===== src/rtl/tw_pkg.sv =====
package tw_pkg;
  localparam int RATIO_W = 17;
  localparam int CTRL_W  = 9;
  localparam int WORD_W  = RATIO_W + CTRL_W;

  typedef struct packed {
    logic               p1;
    logic               p0;
    logic               t0;
    logic               c1;
    logic               c0;
    logic               r2;
    logic               r1;
    logic               r0;
    logic               rd;
    logic [RATIO_W-1:0] ratio;
  } ctrl_word_t;

  typedef enum logic [1:0] {
    PUMP_NORMAL = 2'd0,
    PUMP_SINK   = 2'd1,
    PUMP_SOURCE = 2'd2,
    PUMP_OFF    = 2'd3
  } pump_mode_e;
endpackage


===== src/rtl/tw_frontend.sv =====
module tw_frontend #(
  parameter int STAGES = 2
) (
  input  logic clk,
  input  logic rst,
  input  logic ser_clk,
  input  logic ser_data,
  input  logic ser_en,
  output logic shift_pulse,
  output logic shift_bit,
  output logic en_high,
  output logic en_fall
);
  localparam int LINES = 3;
  localparam int L_DAT = 0;
  localparam int L_CLK = 1;
  localparam int L_EN  = 2;

  logic [LINES-1:0] raw;
  logic [LINES-1:0] now;
  logic             clk_last;
  logic             en_last;

  assign raw = {ser_en, ser_clk, ser_data};

  for (genvar g = 0; g < LINES; g++) begin : g_line
    logic [STAGES-1:0] pipe;
    always_ff @(posedge clk) begin
      if (rst) pipe <= '0;
      else     pipe <= {pipe[STAGES-2:0], raw[g]};
    end
    assign now[g] = pipe[STAGES-1];
  end

  always_ff @(posedge clk) begin
    if (rst) begin
      clk_last <= 1'b0;
      en_last  <= 1'b0;
    end else begin
      clk_last <= now[L_CLK];
      en_last  <= now[L_EN];
    end
  end

  assign en_high     = now[L_EN];
  assign shift_bit   = now[L_DAT];
  assign shift_pulse = now[L_CLK] & ~clk_last & now[L_EN];
  assign en_fall     = en_last & ~now[L_EN];
endmodule


===== src/rtl/tw_shift.sv =====
module tw_shift
  import tw_pkg::*;
(
  input  logic              clk,
  input  logic              rst,
  input  logic              shift_pulse,
  input  logic              shift_bit,
  input  logic              en_high,
  output logic [WORD_W-1:0] sreg
);
  always_ff @(posedge clk) begin
    if (rst)              sreg <= '0;
    else if (shift_pulse) sreg <= {sreg[WORD_W-2:0], shift_bit};
  end

  // with enable low the register is frozen
  a_r1_hold_when_disabled: assert property (@(posedge clk) disable iff (rst)
    !en_high |=> $stable(sreg));

  // each shift moves older bits toward the MSB
  a_r2_msb_first: assert property (@(posedge clk) disable iff (rst)
    shift_pulse |=> (sreg[WORD_W-1:1] == $past(sreg[WORD_W-2:0])));
endmodule


===== src/rtl/tw_decode.sv =====
module tw_decode
  import tw_pkg::*;
(
  input  logic               clk,
  input  logic               rst,
  input  logic               en_fall,
  input  logic [WORD_W-1:0]  sreg,
  input  logic               fcomp_in,
  input  logic               fpd_half_in,
  output logic [RATIO_W-1:0] ratio,
  output logic [3:0]         ref_sel,
  output logic [1:0]         pump_cur,
  output logic [1:0]         pump_mode,
  output logic [1:0]         port_sink
);
  ctrl_word_t word_q;
  pump_mode_e mode_d;
  pump_mode_e mode_q;
  logic [1:0] port_d;
  logic [1:0] sel_p;

  always_ff @(posedge clk) begin
    if (rst)          word_q <= '0;
    else if (en_fall) word_q <= ctrl_word_t'(sreg);
  end

  assign sel_p = {word_q.p1, word_q.p0};

  always_comb begin
    mode_d = PUMP_NORMAL;
    port_d = sel_p;
    if (word_q.t0) begin
      port_d = 2'b00;
      unique case (sel_p)
        2'b00:   mode_d = PUMP_SINK;
        2'b01:   mode_d = PUMP_SOURCE;
        2'b10:   mode_d = PUMP_OFF;
        default: begin
          mode_d = PUMP_NORMAL;
          port_d = {fcomp_in, fpd_half_in};
        end
      endcase
    end
  end

  always_ff @(posedge clk) begin
    if (rst) begin
      mode_q    <= PUMP_NORMAL;
      port_sink <= 2'b00;
    end else begin
      mode_q    <= mode_d;
      port_sink <= port_d;
    end
  end

  assign ratio     = word_q.ratio;
  assign ref_sel   = {word_q.rd, word_q.r2, word_q.r1, word_q.r0};
  assign pump_cur  = {word_q.c1, word_q.c0};
  assign pump_mode = mode_q;

  // the held word changes only on an enable fall
  a_r3_latch_on_fall: assert property (@(posedge clk) disable iff (rst)
    !en_fall |=> $stable(word_q));

  // forced sink when test bit set with ports 00
  a_r5_forced_sink: assert property (@(posedge clk) disable iff (rst)
    (word_q.t0 && sel_p == 2'b00) |=> (pump_mode == PUMP_SINK));

  // normal pump whenever the test bit is clear
  a_r5_normal_mode: assert property (@(posedge clk) disable iff (rst)
    !word_q.t0 |=> (pump_mode == PUMP_NORMAL));

  // normal mode ports mirror the port bits
  a_r6_port_bits: assert property (@(posedge clk) disable iff (rst)
    !word_q.t0 |=> (port_sink == $past(sel_p)));

  // monitor mode routes the two frequency signals
  a_r7_monitor: assert property (@(posedge clk) disable iff (rst)
    (word_q.t0 && sel_p == 2'b11) |=> (port_sink == $past({fcomp_in, fpd_half_in})));
endmodule


===== src/rtl/tw_strobe.sv =====
module tw_strobe (
  input  logic clk,
  input  logic rst,
  input  logic en_fall,
  input  logic div_ack,
  output logic load_stb
);
  always_ff @(posedge clk) begin
    if (rst)          load_stb <= 1'b0;
    else if (en_fall) load_stb <= 1'b1;
    else if (div_ack) load_stb <= 1'b0;
  end

  // a latch always raises the strobe
  a_r8_raise: assert property (@(posedge clk) disable iff (rst)
    en_fall |=> load_stb);

  // strobe held until acknowledged
  a_r8_hold: assert property (@(posedge clk) disable iff (rst)
    (load_stb && !div_ack) |=> load_stb);

  // acknowledge without a new latch clears it
  a_r8_clear: assert property (@(posedge clk) disable iff (rst)
    (div_ack && !en_fall) |=> !load_stb);
endmodule


===== src/rtl/tw_ctrl_loader.sv =====
module tw_ctrl_loader #(
  parameter int SYNC_STAGES = 2
) (
  input  logic                       clk,
  input  logic                       rst,
  input  logic                       ser_clk,
  input  logic                       ser_data,
  input  logic                       ser_en,
  input  logic                       fcomp_in,
  input  logic                       fpd_half_in,
  input  logic                       div_ack,
  output logic [tw_pkg::RATIO_W-1:0] ratio,
  output logic [3:0]                 ref_sel,
  output logic [1:0]                 pump_cur,
  output logic [1:0]                 pump_mode,
  output logic [1:0]                 port_sink,
  output logic                       load_stb
);
  import tw_pkg::*;

  logic              shift_pulse;
  logic              shift_bit;
  logic              en_high;
  logic              en_fall;
  logic [WORD_W-1:0] sreg;

  tw_frontend #(.STAGES(SYNC_STAGES)) u_front (
    .clk(clk), .rst(rst),
    .ser_clk(ser_clk), .ser_data(ser_data), .ser_en(ser_en),
    .shift_pulse(shift_pulse), .shift_bit(shift_bit),
    .en_high(en_high), .en_fall(en_fall)
  );

  tw_shift u_shift (
    .clk(clk), .rst(rst),
    .shift_pulse(shift_pulse), .shift_bit(shift_bit), .en_high(en_high),
    .sreg(sreg)
  );

  tw_decode u_decode (
    .clk(clk), .rst(rst), .en_fall(en_fall), .sreg(sreg),
    .fcomp_in(fcomp_in), .fpd_half_in(fpd_half_in),
    .ratio(ratio), .ref_sel(ref_sel), .pump_cur(pump_cur),
    .pump_mode(pump_mode), .port_sink(port_sink)
  );

  tw_strobe u_strobe (
    .clk(clk), .rst(rst), .en_fall(en_fall), .div_ack(div_ack),
    .load_stb(load_stb)
  );

  // reset leaves ports released and strobe low
  a_r9_reset_state: assert property (@(posedge clk)
    rst |=> (port_sink == 2'b00 && !load_stb && pump_mode == 2'd0));
endmodule


===== config.mk =====
export PLATFORM = sky130hd
export DESIGN_NAME = tw_ctrl_loader
export DESIGN_NICKNAME = d
export VERILOG_FILES = /design/src/rtl/tw_pkg.sv /design/src/rtl/tw_frontend.sv /design/src/rtl/tw_shift.sv /design/src/rtl/tw_decode.sv /design/src/rtl/tw_strobe.sv /design/src/rtl/tw_ctrl_loader.sv
export SDC_FILE = /design/constraint.sdc
export NUM_CORES = 1
export LEC_CHECK = 0
export BUFFER_PORTS_ARGS = -buffer_cell sky130_fd_sc_hd__buf_4
export CAP_MARGIN = 40
export CORE_MARGIN = 2
export CORE_UTILIZATION = 45
export CTS_BUF_LIST = sky130_fd_sc_hd__clkbuf_4
export DETAILED_ROUTE_END_ITERATION = 10
export PLACE_DENSITY_LB_ADDON = 0.08
export SLEW_MARGIN = 20
export SYNTH_ARGS = -nofsm -noshare
export SYNTH_HDL_FRONTEND = slang
export SYNTH_SLANG_ARGS = --single-unit

===== constraint.sdc =====
create_clock -name clk -period 1.15 [get_ports clk]
set_clock_uncertainty 0.1 [all_clocks]
set_input_delay 0.23 -clock clk [delete_from_list [all_inputs] [get_ports clk]]
set_output_delay 0.23 -clock clk [all_outputs]
set_load 0.02 [all_outputs]

==> impl_metrics.yaml <==
clock_network:
  numCtsBuffers: 9
  cts_root_buffer: "clkbuf_4"
  clkLatencyLatePin_ns: 0.39
  clkTransAtPathRegs_ns: 0.10
  cts.path.max_buffers: 2
  cts_tree: "done"
  htree_levels: 3
  clock_sinks: 65
sta:
  max_freq_mhz: 813.2
  rsz0062_at_grt: "yes"
  final-hold-violation-count: 0
  setup_violations: 64
  finalCriticalPeriod_ns: 1.230
  setup_ws_ns: -0.07972
  slew_headroom_pct: 73.16
  period_share_pct: 106.9
  slew_viol_final: 0
  worst_pin_slew_ns: 0.4026
power_and_ir_drop:
  switchingPower_w: 0.0008164
  max-vdd-ir-drop_mv: 0.9099
  clock_power_share_pct: 34.3
  power_density_nw_per_um2: 1123
  intPower_w: 0.002889
  leakage_nw: 1.291
  power_frac_comb_pct: 4.5
  p_sw_share_pct: 22.04
  power_frac_seq_pct: 61.2
floorplanning:
  die_w_um: 78.01
  initial_core_util_pct: 47.36
  core_um2: 5205
  io_pins: 36
  fp.dieH_um: 78.01
  num_rows: 26
  die_area_um2: 6086
worst_setup_path:
  critPathBufInv: 1
  crit_family: "flip-flops"
  r2r_start: "u_front.g_line[2].pipe[1]$_SDFF_PP0_"
  cp-start-kind: "flip-flop"
  crit_required_ns: 1.38
  cp-startpoint: "u_front.g_line[2].pipe[1]$_SDFF_PP0_"
  critPathMaxStageDelay_ns: 0.39
  crit_chain: "and3b_2 -> clkbuf_16 -> nand2_1 -> a21oi_1"
  cp_max_fo: 13
  setup.worst_path.class: "flip-flop to flip-flop"
  arrival_ns: 1.46
  cpMaxStageDelayCell: "dfxtp_4"
  cp-end-kind: "flip-flop"
place:
  place_area_um2: 2649
  gp_congestion: 0.7053
  dpl.cell_count: 365
  hpwl_um: 2710
  port_buffers: 35
hold_path:
  hold_path_class: "primary input to flip-flop"
  min_from: "rst"
layout:
  final_common_cell: "nand2_1"
  fill_cells: 471
  final_nets: 331
  final_cell_mix: "nand2_1, a21oi_2, dfxtp_1"
  antennaDiodeCount: 0
  drive_above_1_share_pct: 48.46
  syn_to_final_growth_pct: 33.81
  fin_area_um2: 3298
  final_cells: 394
logic_synthesis:
  syn-num-nets: 301
  synth_area_per_cell_um2: 8.500
  yosys_warnings: 0
  ys_seq_elements: 65
  synth.top_cells.by_area: "dfxtp_1, nand2_1, a21oi_1, buf_4, nor2b_1"
  yosysSeqAreaShare_pct: 52.79
  netlist_area_um2: 2465
  syn_inst: 290
  synth_largest_area_cell: "dfxtp_1"
  synth.distinct_cells: 19
  synth_top_cell_area_share_pct: 52.79
status:
  status: "complete, but fails checks"
  violations: "setup timing"
global_routing:
  track_usage_pct: 16.05
  grt_pass1_vias: 1735
  antenna_found_initial: 0
  overflow: 0
  grt_pass1_wl_um: 7576
  grt_max_degree: 31
drt:
  route.detailed.drc: 0
  drt_iter0_markers: 98
  wire_per_inst_um: 12.63
  drtAntennaViolNets: 0
  viasPerCell: 4.868
  vias: 1918
  dr.pass1.iters: 4
  routed_wl_um: 4975
run:
  cap_viol_max_count: 0
==> synthesized netlist by cell type, drive strengths merged <==
cell type / number
dfxtp: 65
nand2b: 4
nor4b: 1
nand2: 104
nor2b: 9
clkbuf: 4
nand3: 2
nor2: 1
and3b: 2
a21oi: 55
inv: 2
buf: 37
ha: 3
nand3b: 1
==> cells by family after synthesis <==
logic type                 count (synthesis)  share of synthesized area [%]
DFF                                       65                          52.79
AOI/OAI and AO/OA                         55                          11.93
and+or+nand+nor                          124                          21.22
buffers and inverters                     43                          12.54
adders and majority gates                  3                          1.523
==> routing by layer <==
layer | track usage [%] | part of all wire (%) | routed length [um] | vias to the layer above
li1 | - | - | - | 970
met1 | 19.69 | 47 | 2358 | 904
met2 | 24.91 | 47 | 2331 | 36
met3 | 4.138 | 3.4 | 171 | 8
met4 | 10.53 | 2.3 | 113 | 0
met5 | 0 | 0 | 0 | -
==> registers in the layout, summed over array words and instances, names as in the netlist <==
register and count:
u_strobe.load_stb 1, u_front.en_last 1, u_shift.sreg 26, u_decode.ratio 17, u_decode.sel_p 2, u_decode.pump_mode 2
u_decode.ref_sel 4, u_front.clk_last 1, u_front.g_line.pipe 6, u_decode.pump_cur 2, u_decode.word_q 1, u_decode.port_sink 2
==> repair_timing <==
action | in CTS | in global routing
hold endpoints to repair | 6 | 0
hold buffers | 6 | 0
gates resized for setup | 61 | 66
pin swaps | 0 | 21
gates cloned | 0 | 3
setup buffers | 0 | 5
setup endpoints to repair | 80 | 82
==> worst paths after layout <==
kind                                                             end  cells after the start  slack, ns
worst max-delay path                    u_shift.sreg[6]$_SDFFE_PP0P_                      4      -0.08
worst min-delay path            u_front.g_line[1].pipe[1]$_SDFF_PP0_                      2       0.14
worst max register to register          u_shift.sreg[6]$_SDFFE_PP0P_                      4      -0.08
worst min register to register  u_front.g_line[1].pipe[1]$_SDFF_PP0_                      1       0.35
==> power groups by stage <==
stage / clock network [W] / registers [W] / logic, W
after floorplan: 0 / 0.00232 / 0.0000663
after global placement: 0 / 0.00232 / 0.000120
after detailed placement: 0 / 0.00232 / 0.000120
after CTS: 0.00133 / 0.00227 / 0.000140
after global routing: 0.00141 / 0.00227 / 0.000178
final: 0.00127 / 0.00227 / 0.000166
==> cell type report <==
class	instances	area, um2	area share [%]
Clock buffer	14	105.1	3.187
Clock inverter	1	3.754	0.1138
Inverter	2	7.507	0.2276
Multi-Input combinational cell	182	1076	32.63
Sequential cell	65	1344	40.74
Tap cell	70	87.58	2.656
Timing Repair Buffer	60	674.4	20.45
==> stage by stage <==
stage / setup slack (ns) / hold WS, ns / power, W / util, % / TNS, ns
detailed placement: -0.02046 / 0.3281 / 0.002440 / 50.89 / -0.2000
global route: -0.1232 / 0.1501 / 0.003860 / 63.37 / -4.686
CTS: -0.06928 / 0.09879 / 0.003738 / 57.21 / -1.341
finish: -0.07972 / 0.1423 / 0.003705 / 63.37 / -1.468
floorplan: 0.05587 / 0.2582 / 0.002385 / - / 0
global placement: -0.0006254 / 0.3163 / 0.002439 / 50.89 / -0.0006254
==> worst register-to-register path: stages, from the launching register on <==
cell       delay [ns]
dfxtp_4          0.39
and3b_2          0.27
clkbuf_16        0.19
nand2_1          0.07
a21oi_1          0.14
No activity file was read; power rests on OpenSTA's default activity.
